### config.mk
export PLATFORM = sky130hd
export DESIGN_NAME = hdlc_txbd_seq
export DESIGN_NICKNAME = d
export VERILOG_FILES = /design/src/rtl/hdlc_txbd_pkg.sv /design/src/rtl/hdlc_txbd_poll.sv /design/src/rtl/hdlc_txbd_mover.sv /design/src/rtl/hdlc_txbd_seq.sv
export SDC_FILE = /design/constraint.sdc
export NUM_CORES = 1
export LEC_CHECK = 0
export ABC_AREA = 1
export CELL_PAD_IN_SITES_DETAIL_PLACEMENT = 1
export CELL_PAD_IN_SITES_GLOBAL_PLACEMENT = 1
export CORE_MARGIN = 1.5
export CORE_UTILIZATION = 40
export DETAILED_ROUTE_END_ITERATION = 8
export GPL_ROUTABILITY_DRIVEN = 0
export PLACE_DENSITY_LB_ADDON = 0.1
export RECOVER_POWER = 100
export SKIP_LAST_GASP = 1
export SYNTH_ARGS = -nofsm -noshare
export SYNTH_HDL_FRONTEND = slang
export SYNTH_SLANG_ARGS = --single-unit
export TNS_END_PERCENT = 10
### constraint.sdc
create_clock -name clk -period 1.9 [get_ports clk]
set_input_delay 0.285 -clock clk [delete_from_list [all_inputs] [get_ports clk]]
set_output_delay 0.285 -clock clk [all_outputs]
set_load 0.02 [all_outputs]
### src/rtl/hdlc_txbd_pkg.sv
`timescale 1ns/1ps
package hdlc_txbd_pkg;

  typedef enum logic [2:0] {
    S_F0,    // request control word
    S_F1,    // capture control, request count
    S_F2,    // capture count, request address high
    S_F3,    // capture address high, request address low
    S_F4,    // capture address low, dispatch
    S_SEND,  // bytes flowing to the framer
    S_CLOSE, // write control word back
    S_POLL   // waiting on an unarmed descriptor
  } seq_st_t;

  localparam int unsigned WORD_W   = 16;
  localparam int unsigned BIT_RDY  = 15;
  localparam int unsigned BIT_WRAP = 13;
  localparam int unsigned BIT_INT  = 12;
  localparam int unsigned BIT_LAST = 11;
  localparam int unsigned BIT_CRC  = 10;
  localparam int unsigned BIT_CONT = 9;
  localparam int unsigned BIT_URUN = 1;
  localparam int unsigned BIT_CTSL = 0;

endpackage

### src/rtl/hdlc_txbd_poll.sv
`timescale 1ns/1ps
module hdlc_txbd_poll #(
  parameter int unsigned POLL_CYC = 16
) (
  input  logic clk,
  input  logic rst_n,
  input  logic start,
  output logic expired
);
  localparam int unsigned CW = (POLL_CYC > 1) ? $clog2(POLL_CYC) : 1;
  localparam logic [CW-1:0] END_CNT = CW'(POLL_CYC - 1);

  logic          run;
  logic [CW-1:0] cnt;

  assign expired = run && (cnt == END_CNT);

  always_ff @(posedge clk or negedge rst_n) begin
    if (!rst_n) begin
      run <= 1'b0;
      cnt <= '0;
    end else if (start) begin
      run <= 1'b1;
      cnt <= '0;
    end else if (run) begin
      if (cnt == END_CNT) run <= 1'b0;
      else                cnt <= cnt + 1'b1;
    end
  end

  // the sequencer never re-arms the interval timer while it runs
  a_r4_no_restart: assert property (@(posedge clk) disable iff (!rst_n)
    start |-> !run);

endmodule

### src/rtl/hdlc_txbd_mover.sv
`timescale 1ns/1ps
module hdlc_txbd_mover #(
  parameter int unsigned LEN_W  = 16,
  parameter int unsigned ADDR_W = 32
) (
  input  logic              clk,
  input  logic              rst_n,
  input  logic              start,
  input  logic [ADDR_W-1:0] start_ptr,
  input  logic [LEN_W-1:0]  start_len,
  input  logic              start_last,
  input  logic              start_crc,
  input  logic              abort,
  output logic              bb_rd,
  output logic [ADDR_W-1:0] bb_addr,
  input  logic [7:0]        bb_rdata,
  output logic              fr_valid,
  input  logic              fr_ready,
  output logic [7:0]        fr_data,
  output logic              fr_eof,
  output logic              fr_crc,
  output logic              done
);
  logic              active, pend, hv, hlast, last_r, crc_r;
  logic [ADDR_W-1:0] addr;
  logic [LEN_W-1:0]  rem;
  logic [7:0]        hd;
  logic              take, issue;

  assign take  = hv && fr_ready;
  assign issue = active && !abort && !pend && (!hv || take) && (rem != '0);

  assign bb_rd    = issue;
  assign bb_addr  = addr;
  assign fr_valid = hv;
  assign fr_data  = hd;
  assign fr_eof   = hv && hlast && last_r;
  assign fr_crc   = fr_eof && crc_r;
  assign done     = take && hlast;

  always_ff @(posedge clk or negedge rst_n) begin
    if (!rst_n) begin
      active <= 1'b0;
      pend   <= 1'b0;
      hv     <= 1'b0;
      hlast  <= 1'b0;
      last_r <= 1'b0;
      crc_r  <= 1'b0;
      addr   <= '0;
      rem    <= '0;
      hd     <= '0;
    end else if (start) begin
      active <= 1'b1;
      pend   <= 1'b0;
      hv     <= 1'b0;
      hlast  <= 1'b0;
      last_r <= start_last;
      crc_r  <= start_crc;
      addr   <= start_ptr;
      rem    <= start_len;
    end else if (abort) begin
      active <= 1'b0;
      pend   <= 1'b0;
      hv     <= 1'b0;
    end else if (active) begin
      if (pend) begin
        hv    <= 1'b1;
        hd    <= bb_rdata;
        hlast <= (rem == '0);
        pend  <= 1'b0;
      end else if (take) begin
        hv <= 1'b0;
      end
      if (issue) begin
        pend <= 1'b1;
        addr <= addr + 1'b1;
        rem  <= rem - 1'b1;
      end
      if (take && hlast) active <= 1'b0;
    end
  end

  // an offered byte is held until the framer takes it
  a_r2_hold: assert property (@(posedge clk) disable iff (!rst_n)
    (fr_valid && !fr_ready && !abort) |=> (fr_valid && $stable(fr_data)));

endmodule

### src/rtl/hdlc_txbd_seq.sv
`timescale 1ns/1ps
module hdlc_txbd_seq
  import hdlc_txbd_pkg::*;
#(
  parameter int unsigned DM_AW    = 8,
  parameter int unsigned POLL_CYC = 16
) (
  input  logic              clk,
  input  logic              rst_n,
  output logic              dm_rd,
  output logic              dm_wr,
  output logic [DM_AW-1:0]  dm_addr,
  output logic [WORD_W-1:0] dm_wdata,
  input  logic [WORD_W-1:0] dm_rdata,
  output logic              bb_rd,
  output logic [31:0]       bb_addr,
  input  logic [7:0]        bb_rdata,
  output logic              fr_valid,
  input  logic              fr_ready,
  output logic [7:0]        fr_data,
  output logic              fr_eof,
  output logic              fr_crc,
  input  logic              line_grant,
  input  logic              fr_underrun,
  output logic              evt_sent,
  output logic              evt_err
);
  localparam int unsigned IW = DM_AW - 2;

  seq_st_t           st;
  logic [IW-1:0]     idx;
  logic [WORD_W-1:0] w0_r, len_r, ptr_hi;
  logic              skip, err_u, err_c, err_any;
  logic [WORD_W-1:0] close_word;
  logic              poll_start, poll_done;
  logic              mv_start, mv_abort, mv_done;

  assign err_any    = err_u || err_c;
  assign poll_start = (st == S_F1) && !dm_rdata[BIT_RDY];
  assign mv_start   = (st == S_F4) && !skip && (len_r != '0);
  assign mv_abort   = (st == S_SEND) && (fr_underrun || !line_grant);

  always_comb begin
    close_word           = w0_r;
    close_word[BIT_RDY]  = w0_r[BIT_CONT] && !err_any && !skip;
    close_word[BIT_URUN] = err_u;
    close_word[BIT_CTSL] = err_c;
  end

  always_comb begin
    dm_rd    = 1'b0;
    dm_wr    = 1'b0;
    dm_addr  = {idx, 2'd0};
    dm_wdata = close_word;
    unique case (st)
      S_F0:    dm_rd = 1'b1;
      S_F1:    begin dm_rd = 1'b1; dm_addr = {idx, 2'd1}; end
      S_F2:    begin dm_rd = 1'b1; dm_addr = {idx, 2'd2}; end
      S_F3:    begin dm_rd = 1'b1; dm_addr = {idx, 2'd3}; end
      S_CLOSE: dm_wr = 1'b1;
      default: ;
    endcase
  end

  assign evt_sent = (st == S_CLOSE) && !skip && w0_r[BIT_INT] && !err_any;
  assign evt_err  = (st == S_CLOSE) && !skip && w0_r[BIT_INT] && err_any;

  always_ff @(posedge clk or negedge rst_n) begin
    if (!rst_n) begin
      st     <= S_F0;
      idx    <= '0;
      w0_r   <= '0;
      len_r  <= '0;
      ptr_hi <= '0;
      skip   <= 1'b0;
      err_u  <= 1'b0;
      err_c  <= 1'b0;
    end else begin
      unique case (st)
        S_F0: st <= S_F1;
        S_F1: begin
          w0_r <= dm_rdata;
          st   <= dm_rdata[BIT_RDY] ? S_F2 : S_POLL;
        end
        S_F2: begin len_r  <= dm_rdata; st <= S_F3; end
        S_F3: begin ptr_hi <= dm_rdata; st <= S_F4; end
        S_F4: st <= mv_start ? S_SEND : S_CLOSE;
        S_SEND: begin
          if (mv_abort) begin
            err_u <= fr_underrun;
            err_c <= !line_grant;
            st    <= S_CLOSE;
          end else if (mv_done) begin
            st <= S_CLOSE;
          end
        end
        S_CLOSE: begin
          if (skip && w0_r[BIT_LAST])                 skip <= 1'b0;
          else if (!skip && err_any && !w0_r[BIT_LAST]) skip <= 1'b1;
          err_u <= 1'b0;
          err_c <= 1'b0;
          idx   <= w0_r[BIT_WRAP] ? '0 : idx + 1'b1;
          st    <= S_F0;
        end
        S_POLL: if (poll_done) st <= S_F0;
        default: st <= S_F0;
      endcase
    end
  end

  hdlc_txbd_poll #(.POLL_CYC(POLL_CYC)) u_poll (
    .clk     (clk),
    .rst_n   (rst_n),
    .start   (poll_start),
    .expired (poll_done)
  );

  hdlc_txbd_mover #(.LEN_W(WORD_W), .ADDR_W(32)) u_mover (
    .clk        (clk),
    .rst_n      (rst_n),
    .start      (mv_start),
    .start_ptr  ({ptr_hi, dm_rdata}),
    .start_len  (len_r),
    .start_last (w0_r[BIT_LAST]),
    .start_crc  (w0_r[BIT_CRC]),
    .abort      (mv_abort),
    .bb_rd      (bb_rd),
    .bb_addr    (bb_addr),
    .bb_rdata   (bb_rdata),
    .fr_valid   (fr_valid),
    .fr_ready   (fr_ready),
    .fr_data    (fr_data),
    .fr_eof     (fr_eof),
    .fr_crc     (fr_crc),
    .done       (mv_done)
  );

  // the descriptor port never reads and writes in the same cycle
  a_r1_port_excl: assert property (@(posedge clk) disable iff (!rst_n)
    !(dm_rd && dm_wr));
  // a CRC request only rides on an end-of-frame byte
  a_r6_crc_eof: assert property (@(posedge clk) disable iff (!rst_n)
    fr_crc |-> fr_eof);
  // any error status written back leaves the descriptor disarmed
  a_r7_err_disarms: assert property (@(posedge clk) disable iff (!rst_n)
    (dm_wr && (dm_wdata[BIT_URUN] || dm_wdata[BIT_CTSL])) |-> !dm_wdata[BIT_RDY]);
  // events only accompany a descriptor close
  a_r8_evt_on_close: assert property (@(posedge clk) disable iff (!rst_n)
    (evt_sent || evt_err) |-> dm_wr);
  // while waiting on an unarmed descriptor nothing moves
  a_r4_poll_quiet: assert property (@(posedge clk) disable iff (!rst_n)
    (st == S_POLL) |-> (!dm_rd && !dm_wr && !fr_valid));
  // no byte is offered while the frame remainder is being skipped
  a_r11_skip_silent: assert property (@(posedge clk) disable iff (!rst_n)
    skip |-> !fr_valid);

endmodule

### Word level (Yosys, flattened, before mapping)

Index checks and enable logic that the tools add are counted.

* flip-flop bits (word level): 126
* bits in latches: 0
* memory bits (writable): 0
* ROM bits: 0
* output and inout port bits: 72
* memories kept: 0

* add/sub/neg operators: 4
* multipliers: 0
* div/mod/pow operators: 0
* magnitude comparators: 0
* equal/unequal tests: 13
* shift operators: 0
* mux-type cells: 47
* bitwise gates (word level): 2
* reductions and logical operators: 55

Operators with widths (number)
* 32-bit 2-to-1 mux: 4
* 16-bit 2-to-1 mux: 4
* 32-bit by 1-bit adder with 32-bit output (second input constant): 1
* 16-bit nonzero test: 2
* 1-bit 2-to-1 mux: 26
* 3-bit one-hot mux with 8 select lines: 1
* 1-bit logical AND: 23
* 16-bit logical NOT: 1
* 16-bit by 1-bit subtractor with 16-bit output (second input constant): 1
* 3-bit == test (second input constant): 4
* 3-bit 2-to-1 mux: 4
* 4-bit 2-to-1 mux: 3
* 2-bit nonzero test: 6
* 2-bit AND reduction: 5
* 1-bit logical NOT: 8
* 6-bit by 1-bit adder with 6-bit output (second input constant): 1
* 3-bit by 2-bit == test with 1-bit output (second input constant): 2
* 6-bit 2-to-1 mux: 1
* 2-bit inequality test (second input constant): 3
* 2-bit one-hot mux with 3 select lines: 1
* 3-bit AND reduction: 2
* 4-bit by 1-bit adder with 4-bit output (second input constant): 1
* 4-bit == test (second input constant): 1
* 1-bit one-hot mux with 2 select lines: 2
* 11 further kinds: 14

### Logic depth before layout (Yosys ltp)

Gate-level depths: netlist of the first run.

* depth after elaboration: 12
* mapped depth: 11
* mapped depth without buffers: 10

### Hierarchy

From an unflattened synthesis of the first run, not the netlist that was laid out.

* cells, all modules: 919
* area, all modules: 6687.7 um^2

By module, submodules not included
* hdlc_txbd_mover: instances 1, cells an instance 617, area an instance 4005.1 um^2, sequential area each 1551.5 um^2
* hdlc_txbd_seq: instances 1, cells an instance 270, area an instance 2416.1 um^2, sequential area each 1426.4 um^2
* hdlc_txbd_poll: instances 1, cells an instance 32, area an instance 266.5 um^2, sequential area each 125.1 um^2

### Least setup slack after synthesis of the first run

OpenSTA, ideal clock, no wires.

* path kind: reg2out
* start point: register st[0]
* end point: output port evt_err
* arrival: 1509 ps
* slack: 106 ps
* cell stages (with the launch flop): 7
* path buffers: 1
* cell sequence: dfrtp_1 inv_2 nand3_1 buf_2 inv_1 nand2_1 nor3_1

* word-level cells in the longest chain between the ends: 4

Ends and longest elaborated chain
* from (decl): line hdlc_txbd_seq.sv:30 `seq_st_t st;`
* from (signal assigned): line hdlc_txbd_seq.sv:83 `st <= dm_rdata[BIT_RDY] ? S_F2 : S_POLL;`
* from (signal assigned): line hdlc_txbd_seq.sv:87 `S_F4: st <= mv_start ? S_SEND : S_CLOSE;`
* 3-bit == test: line hdlc_txbd_seq.sv:66 `assign evt_err = (st == S_CLOSE) && !skip && w0_r[BIT_INT] && err_any;`
* 1-bit logical AND (3 in series): line hdlc_txbd_seq.sv:66
* to (decl): line hdlc_txbd_seq.sv:26 `output logic evt_err`

Every way passes these cells.

### Worst setup path in the final report of the first run

* start point: register err_c
* end point: output port dm_wdata[15]

* word-level cells in the longest chain between the ends: 4

Ends and longest elaborated chain
* from (decl): line hdlc_txbd_seq.sv:33 `logic skip, err_u, err_c, err_any;`
* from (signal assigned): line hdlc_txbd_seq.sv:91 `err_c <= !line_grant;`
* 1-bit logical OR: line hdlc_txbd_seq.sv:38 `assign err_any = err_u || err_c;`
* 1-bit logical NOT: line hdlc_txbd_seq.sv:45 `close_word[BIT_RDY] = w0_r[BIT_CONT] && !err_any && !skip;`
* 1-bit logical AND (2 in series): line hdlc_txbd_seq.sv:45
* to (decl): line hdlc_txbd_seq.sv:13 `output logic [WORD_W-1:0] dm_wdata,`

Every way passes these cells.

==> flow_summary.json, run 1 <==
{
  "maxCapViolCount": 0,
  "firstDrtPassIters": 4,
  "reg2reg_slack_ps": 20,
  "slew_headroom_pct": 36.9,
  "antenna_found_initial": 0,
  "ctsHtreeMaxLevel": 4,
  "syn_inst": 942,
  "grt_max_degree": 40,
  "hold_viol": 0,
  "grt_pass1_wl_um": 37600,
  "finalInstanceArea_mm2": 0.00886,
  "antenna_cells": 0,
  "reg2reg_to": "u_mover.bb_addr[12]$_DFFE_PN0P_",
  "die_y_um": 133,
  "fmax_mhz": 506,
  "rsz0062_at_grt": "yes",
  "yosys_warnings": 0,
  "vdd_drop_max_mv": 0.747,
  "io_pins": 101,
  "final_cells": 1318,
  "switchingPower_w": 0.00673,
  "startpoint_type": "flop",
  "ant_nets": 0,
  "cts.path.max_buffers": 2,
  "post_cts_buffers": 0,
  "vias": 6827,
  "seq_power_share_pct": 31.7,
  "core_area_mm2": 0.0166,
  "grt_pass1_vias": 7156,
  "end_kind": "output port",
  "cts_sinks": 124,
  "hp-class": "in2reg",
  "dieArea_mm2": 0.0178,
  "pwr-share-clk_pct": 20.3,
  "dpl_cell_area_mm2": 0.00836,
  "numPortBuffers": 100,
  "reg2regPathDepth": 9,
  "initial_core_util_pct": 41.0,
  "ys_types": 33,
  "p_per_area_mw_per_mm2": 1760,
  "grt_usage_pct": 27.3,
  "synth-seq-cells": 124,
  "nets": 1119,
  "drt-total-wl_um": 22700,
  "first_iter_violations": 398,
  "drv_slew": 0,
  "wl_per_cell_um": 17.3,
  "power_frac_comb_pct": 48.0,
  "cts_made_buffers": 17,
  "holdPathStages": 3,
  "viasPerCell": 5.18,
  "synth_seq_area_share_pct": 45.6,
  "period_share_pct": 104,
  "clk_pin_slew_ps": 50,
  "fin_crit_ps": 1980,
  "gr-total-overflow": 0,
  "p_leak_nw": 4.30,
  "hold_end": "u_mover.fr_data[4]$_DFFE_PN0P_",
  "criticalPathCategory": "reg2out",
  "fin_ws_ps": -75.2,
  "p_sw_share_pct": 43.1,
  "worst_slew_pin_slew_ps": 947,
  "cts_tree": "done",
  "skew_ps": 8.55,
  "dieWidth_um": 133,
  "setup_viol_count_final": 6,
  "r2r_start": "len_r[1]$_DFFE_PN0P_",
  "outcome": "finished with violations",
  "drive_gt1_share_pct": 10.1,
  "syn-cell-area_mm2": 0.00681,
  "area_growth_pct": 30.2,
  "cp.required_ps": 1620,
  "violations": "setup timing",
  "place_hpwl_um": 16500,
  "hp-start": "bb_rdata[4]",
  "dp.cells": 1285,
  "internal_power_w": 0.00891,
  "clockRootBuffer": "clkbuf_16",
  "clk_latency_ps": 420,
  "postSynthAreaPerCell_um2": 7.23,
  "drc": 0,
  "critPathArrivalTime_ps": 1690,
  "rows": 47,
  "critPathMaxFanout": 3,
  "synth_nets": 976
}
-- metal layers --
| metal | GRT usage (%) | vias up | wire [µm] |
|---|---|---|---|
| li1 | - | 3254 | - |
| met1 | 35.6 | 3378 | 10200 |
| met2 | 45.5 | 156 | 11100 |
| met3 | 5.52 | 39 | 968 |
| met4 | 9.12 | 0 | 498 |
| met5 | 0 | - | 0 |
-- cell families after synthesis --
kind of cell    share of synthesized area, %
simple gates                            36.7
flops                                   45.6
buf+inv                                 7.59
compound gates                          5.99
xor+xnor                                3.22
fa+ha+maj                              0.919
-- synth_stat cells, drive strengths merged --
library cell	count	area share, %
nor2	110	6.5
xor2	20	2.6
nand2	362	20
nand3	104	8.0
nand3b	6	0.66
o21ai	72	5.3
nor3b	3	0.33
inv	76	4.2
clkbuf	8	0.44
buf	27	3.0
nand4	2	0.18
o2111ai	1	0.13
a21oi	5	0.37
dfrtp	124	46
or2	1	0.092
ha	5	0.92
o22ai	1	0.092
a22oi	1	0.11
and2	1	0.092
nor3	6	0.44
and3	1	0.092
nor4	1	0.092
xnor2	5	0.64
-- worst max-delay path by stage --
stage | start | to | depth (start not counted) | slack (ps)
after global routing | err_c$_DFFE_PN0P_ | dm_wdata[15] | 4 | -200
after CTS | u_mover.rem[0]$_DFFE_PN0P_ | bb_rd | 8 | -260
after global placement | line_grant | bb_rd | 8 | -370
final | err_c$_DFFE_PN0P_ | dm_wdata[15] | 4 | -80
after detailed placement | line_grant | bb_rd | 8 | -420
after floorplan | st[0]$_DFFE_PN0P_ | evt_err | 6 | 110
-- critical path, cell delays in order (launching register included) --
cell             delay [ps]
dfrtp_1                 390
nor2_1                  100
inv_1                    70
nor2_1                   90
clkdlybuf4s50_1         610
-- stage by stage --
stage	hold WS [ps]	worst slack, ps	total power, W	util, %	setup TNS (ps)
final	425	-75.2	0.0156	53.5	-257
after global routing	433	-195	0.0169	53.5	-8540
after CTS	400	-264	0.0160	53.9	-5790
after detailed placement	299	-420	0.0126	50.4	-14780
after global placement	293	-369	0.0124	50.4	-11510
after floorplan	-10.6	106	0.00937	-	0
-- area by class of cell --
type | count | area [µm²]
clock buffers | 26 | 519
inverters | 76 | 288
fillers | 2109 | 7720
flip-flops and latches | 124 | 3100
clock inverters | 6 | 57.6
multi-input cells | 707 | 3190
repair buffers | 159 | 1440
well taps | 220 | 275
-- layout by cell type, fill, tap and decap left out, drive strengths merged, types with 6 or more instances in the layout --
cell | synthesis | final
buf | 27 | 50
clkbuf | 8 | 39
clkdlybuf4s50 | 0 | 65
dfrtp | 124 | 124
dlygate4sd3 | 0 | 28
inv | 76 | 76
nand2 | 362 | 362
nand3 | 104 | 104
nand3b | 6 | 6
nor2 | 110 | 110
nor3 | 6 | 6
o21ai | 72 | 72
xor2 | 20 | 20
-- registers in the layout, summed over array words and instances (netlist names), 3 cells and up --
name / count
u_mover.fr_data: 8
u_poll.cnt: 4
idx: 6
len_r: 16
w0_r: 13
ptr_hi: 16
u_mover.bb_addr: 32
st: 3
u_mover.rem: 16
-- timing repair --
item	CTS	global route
setup endpoints to repair	57	63
pin swaps	1	0
resized for setup	20	11
hold buffers	1	0
endpoints found under the hold margin	32	0
cloned	0	0
-- power groups by stage --
stage	clock (W)	combinational, W	sequential (W)
6_report	0.00318	0.00750	0.00496
5_1_grt	0.00335	0.00841	0.00514
4_1_cts	0.00323	0.00774	0.00498
3_5_place_dp	0	0.00767	0.00498
3_3_place_gp	0	0.00744	0.00495
2_1_floorplan	0	0.00405	0.00532
Note: power is estimated with default switching activity, not from simulation.
==> inputs of run 2 (changes only) <==
--- a/config.mk
+++ b/config.mk
@@ -13,7 +13,7 @@
 export DETAILED_ROUTE_END_ITERATION = 8
 export GPL_ROUTABILITY_DRIVEN = 0
 export PLACE_DENSITY_LB_ADDON = 0.1
-export RECOVER_POWER = 100
+export RECOVER_POWER = 50
 export SKIP_LAST_GASP = 1
 export SYNTH_ARGS = -nofsm -noshare
 export SYNTH_HDL_FRONTEND = slang
==> flow_summary.json, run 2 (synthesis gave the netlist of run 1 again) <==
{
  "first_iter_violations": 388,
  "grt_pass1_wl_um": 37600,
  "setup_viol_count_final": 6,
  "slowest_delay_ps": 610,
  "critical_path_cell_count": 4,
  "critPathBufInv": 2,
  "rows": 47,
  "p_leak_nw": 4.29,
  "maxCapViolCount": 0,
  "nets": 1119,
  "viasPerCell": 5.15,
  "gr-total-overflow": 0,
  "grt_max_degree": 40,
  "hold_viol": 0,
  "area_growth_pct": 30.8,
  "cp.required_ps": 1620,
  "dr_wl_met3_um": 1000,
  "ant_nets": 0,
  "dieArea_mm2": 0.0178,
  "wl_per_cell_um": 17.3,
  "startpoint_type": "flop",
  "core_area_mm2": 0.0166,
  "critPathMaxFanout": 4,
  "end_kind": "output port",
  "numPortBuffers": 100,
  "ctsHtreeMaxLevel": 4,
  "r2r_start": "u_mover.rem[0]$_DFFE_PN0P_",
  "drc": 0,
  "crit_slowest_cell": "clkdlybuf4s50_1",
  "reg2regPathDepth": 11,
  "worstPathCellList": "inv_1 -> nand2_1 -> nor2_1 -> clkdlybuf4s50_1",
  "clk_latency_ps": 430,
  "outcome": "finished with violations",
  "rsz0062_at_grt": "yes",
  "holdPathStages": 3,
  "drive_gt1_share_pct": 10.1,
  "cts_tree": "done",
  "period_share_pct": 105,
  "p_total_w": 0.0158,
  "worst_hold_slack_ps": 420,
  "io_pins": 101,
  "cts_made_buffers": 17,
  "wl_met2_um": 11100,
  "clk_pin_slew_ps": 50,
  "grt_usage_pct": 27.3,
  "skew_ps": 6.42,
  "layout_commonest_cell": "nand2_1",
  "final_util_pct": 53.7,
  "vias": 6785,
  "p_per_area_mw_per_mm2": 1780,
  "firstDrtPassIters": 5,
  "hp-class": "in2reg",
  "cp-startpoint": "skip$_DFFE_PN0P_",
  "vdd_drop_max_mv": 0.766,
  "slew_headroom_pct": 37.0,
  "cts.path.max_buffers": 2,
  "hp-start": "bb_rdata[4]",
  "reg2reg_slack_ps": 100,
  "fin_ws_ps": -92.4,
  "initial_core_util_pct": 41.0,
  "dieWidth_um": 133,
  "die_y_um": 133,
  "cts_sinks": 124,
  "largest_reg_flops": 32,
  "worst_slew_pin_slew_ps": 946,
  "place_hpwl_um": 16500,
  "fin_crit_ps": 1990,
  "met1_length_um": 10200,
  "criticalPathCategory": "reg2out",
  "drt-total-wl_um": 22800,
  "critPathTopFamily": "buffers and inverters",
  "clockRootBuffer": "clkbuf_16",
  "fill_cells": 2104,
  "critPathArrivalTime_ps": 1710,
  "topRoutingLayerUsed": "met4",
  "grt_pass1_vias": 7156,
  "violations": "setup timing",
  "tns_ps": -300,
  "final_cell_mix": "nand2_1 (357), dfrtp_1 (124), nand3_1 (101), nor2_1 (101), clkdlybuf4s50_1 (92)",
  "fmax_mhz": 502,
  "drv_slew": 0,
  "antenna_cells": 0,
  "antenna_found_initial": 0
}
-- run 2: stage by stage --
stage	instances	area, µm²	setup slack [ps]
after CTS	1318	8950	-264
after global routing	1318	8900	-195
after global placement	1285	8360	-369
after floorplan	942	6810	106
final	1318	8900	-92.4
after detailed placement	1285	8360	-420
-- run 2: final timing paths --
kind	to
max	dm_wdata[15]
min	u_mover.fr_data[4]$_DFFE_PN0P_
max reg2reg	u_mover.bb_addr[30]$_DFFE_PN0P_
min reg2reg	u_mover.fr_data[7]$_DFFE_PN0P_
max in group asynchronous	idx[2]$_DFFE_PN0P_
min in group asynchronous	u_mover.bb_addr[1]$_DFFE_PN0P_
-- run 2: repair_timing --
item / 4_1_cts / 5_1_grt
pin swaps: 1 / 0
gates resized for setup: 20 / 11
hold buffers: 1 / 0
endpoints found under the setup margin: 57 / 63
endpoints found under the hold margin: 32 / 0
setup buffers: 0 / 0
-- run 2: worst min-delay path, stage by stage --
cell             delay [ps]
clkdlybuf4s50_1         400
nand3_1                  80
nand2_1                  50
-- run 2: cell type report --
cell class,count,area (µm²),area share [%]
multi-input cells,707,3200,35.9
flip-flops and latches,124,3100,34.9
repair buffers,159,1460,16.4
clock buffers,26,519,5.83
inverters,76,289,3.25
well taps,220,275,3.09
clock inverters,6,57.6,0.646
-- run 2: power by group --
part           switching (W)  internal, W  leakage [nW]
clock network        0.00119      0.00200         0.286
registers            0.00112      0.00386          1.55
logic                0.00447      0.00318          2.45
total                0.00678      0.00904          4.29
-- run 2: routing by layer --
layer / GRT usage, % / up-vias
li1: - / 3254
met1: 35.6 / 3327
met2: 45.5 / 163
met3: 5.52 / 41
met4: 9.12 / 0
met5: 0 / -
==> inputs of run 3 (changes only) <==
--- a/config.mk
+++ b/config.mk
@@ -13,7 +13,7 @@
 export DETAILED_ROUTE_END_ITERATION = 8
 export GPL_ROUTABILITY_DRIVEN = 0
 export PLACE_DENSITY_LB_ADDON = 0.1
-export RECOVER_POWER = 50
+export RECOVER_POWER = 100
 export SKIP_LAST_GASP = 1
 export SYNTH_ARGS = -nofsm -noshare
 export SYNTH_HDL_FRONTEND = slang
==> constraint.sdc (replaced) <==
create_clock -name clk -period 1.9 [get_ports clk]
set_input_delay 0.285 -clock clk [delete_from_list [all_inputs] [get_ports clk]]
set_output_delay 0.285 -clock clk [all_outputs]
set_load 0.005 [all_outputs]
==> flow_summary.json, run 3 (synthesis gave the netlist of run 1 again) <==
{
  "crit_path_end": "dm_rd",
  "grt_pass1_wl_um": 36800,
  "nets": 1118,
  "layout_commonest_cell": "nand2_1",
  "cts_tree": "done",
  "cts_made_buffers": 17,
  "initial_core_util_pct": 41.0,
  "criticalPathCategory": "reg2out",
  "reg2reg_slack_ps": 60,
  "firstDrtPassIters": 4,
  "rows": 47,
  "ant_nets": 0,
  "fin_ws_ps": -107,
  "io_pins": 101,
  "cp-startpoint": "st[2]$_DFFE_PN0P_",
  "antenna_cells": 0,
  "critPathArrivalTime_ps": 1720,
  "drive_gt1_share_pct": 10.7,
  "dp_slack_ps": -275,
  "p_per_area_mw_per_mm2": 1720,
  "outcome": "finished with violations",
  "critPathMaxFanout": 3,
  "wl_per_cell_um": 17.2,
  "core_area_mm2": 0.0166,
  "viasPerCell": 5.14,
  "ctsHtreeMaxLevel": 4,
  "fmax_mhz": 498,
  "cp.required_ps": 1620,
  "cts_sinks": 124,
  "end_kind": "output port",
  "worst_hold_slack_ps": 422,
  "r2r_start": "u_mover.rem[0]$_DFFE_PN0P_",
  "grt_usage_pct": 26.9,
  "reg2reg_to": "u_mover.rem[10]$_DFFE_PN0P_",
  "numPortBuffers": 100,
  "gr-total-overflow": 0,
  "vias": 6765,
  "clk_pin_slew_ps": 50,
  "startpoint_type": "flop",
  "period_share_pct": 106,
  "largest_reg_flops": 32,
  "die_y_um": 133,
  "grt_max_degree": 44,
  "rsz0062_at_grt": "yes",
  "dieArea_mm2": 0.0178,
  "drt-total-wl_um": 22600,
  "dieWidth_um": 133,
  "drc": 0,
  "area_growth_pct": 32.3,
  "clockRootBuffer": "clkbuf_16",
  "antenna_found_initial": 0,
  "setup_viol_count_final": 6,
  "cts.path.max_buffers": 2,
  "worst_slew_pin_slew_ps": 832,
  "hold_viol": 0,
  "skew_ps": 8.52,
  "drv_slew": 0,
  "violations": "setup timing",
  "hp-class": "in2reg",
  "vdd_drop_max_mv": 0.858,
  "grt_pass1_vias": 6975,
  "slew_headroom_pct": 44.5,
  "final_cell_mix": "nand2_1 (357), dfrtp_1 (124), nand3_1 (100)",
  "p_leak_nw": 4.30,
  "fin_crit_ps": 2010,
  "maxCapViolCount": 0,
  "reg2regPathDepth": 10,
  "fill_cells": 2096,
  "clk_latency_ps": 430,
  "place_hpwl_um": 16200,
  "first_iter_violations": 296
}
-- run 3: area by class of cell --
class / count / area (µm²) / share of cell area (%)
multi-input cells: 707 / 3260 / 36.2
flip-flops and latches: 124 / 3100 / 34.5
repair buffers: 158 / 1480 / 16.5
clock buffers: 23 / 478 / 5.31
inverters: 76 / 289 / 3.21
well taps: 220 / 275 / 3.06
clock inverters: 8 / 115 / 1.28
-- run 3: power breakdown --
part	internal (W)	switching (W)	leakage (nW)	total (W)
Sequential	0.00386	0.00113	1.55	0.00499
Combinational	0.00331	0.00388	2.45	0.00718
Clock	0.00215	0.00119	0.297	0.00334
Total	0.00931	0.00620	4.30	0.0155
-- run 3: how the worst min path moves through the flow --
stage / from / to / slack [ps] / depth (start not counted)
finish: bb_rdata[1] / u_mover.fr_data[1]$_DFFE_PN0P_ / 420 / 3
global route: bb_rdata[1] / u_mover.fr_data[1]$_DFFE_PN0P_ / 440 / 3
CTS: rst_n / u_mover.bb_addr[1]$_DFFE_PN0P_ / 370 / 2
detailed placement: rst_n / u_mover.bb_addr[1]$_DFFE_PN0P_ / 270 / 1
global placement: rst_n / u_mover.bb_addr[1]$_DFFE_PN0P_ / 270 / 1
floorplan: rst_n / err_c$_DFFE_PN0P_ / -10 / 0
-- run 3: worst max-delay path, cell delays in order, from the launching register on --
cell and delay [ps]:
dfrtp_1 420, buf_4 170, buf_4 130, inv_1 70, clkdlybuf4s50_1 500
-- run 3: through the flow --
| step | util (%) | instances | power (W) | setup TNS [ps] | cell area [µm²] |
|---|---|---|---|---|---|
| 4_1_cts | 53.9 | 1311 | 0.0154 | -626 | 8940 |
| 6_report | 54.3 | 1316 | 0.0155 | -383 | 9000 |
| 3_5_place_dp | 50.0 | 1275 | 0.0119 | -9780 | 8280 |
| 5_1_grt | 54.3 | 1316 | 0.0167 | -2800 | 9000 |
| 3_3_place_gp | 50.0 | 1275 | 0.0116 | -7850 | 8280 |
| 2_1_floorplan | - | 942 | 0.00869 | 0 | 6810 |
-- run 3: per-layer routing --
| metal | track usage (%) | routed length (µm) | vias up |
|---|---|---|---|
| li1 | - | - | 3266 |
| met1 | 35.2 | 10300 | 3321 |
| met2 | 44.9 | 10900 | 142 |
| met3 | 4.95 | 866 | 36 |
| met4 | 9.42 | 507 | 0 |
| met5 | 0 | 0 | - |
-- run 3: timing repair --
action,in CTS,in global routing
buffers inserted,4,5
resized for setup,12,17
setup endpoints to repair,38,57
hold buffers,1,0
endpoints found under the hold margin,27,0
pin swaps,1,2
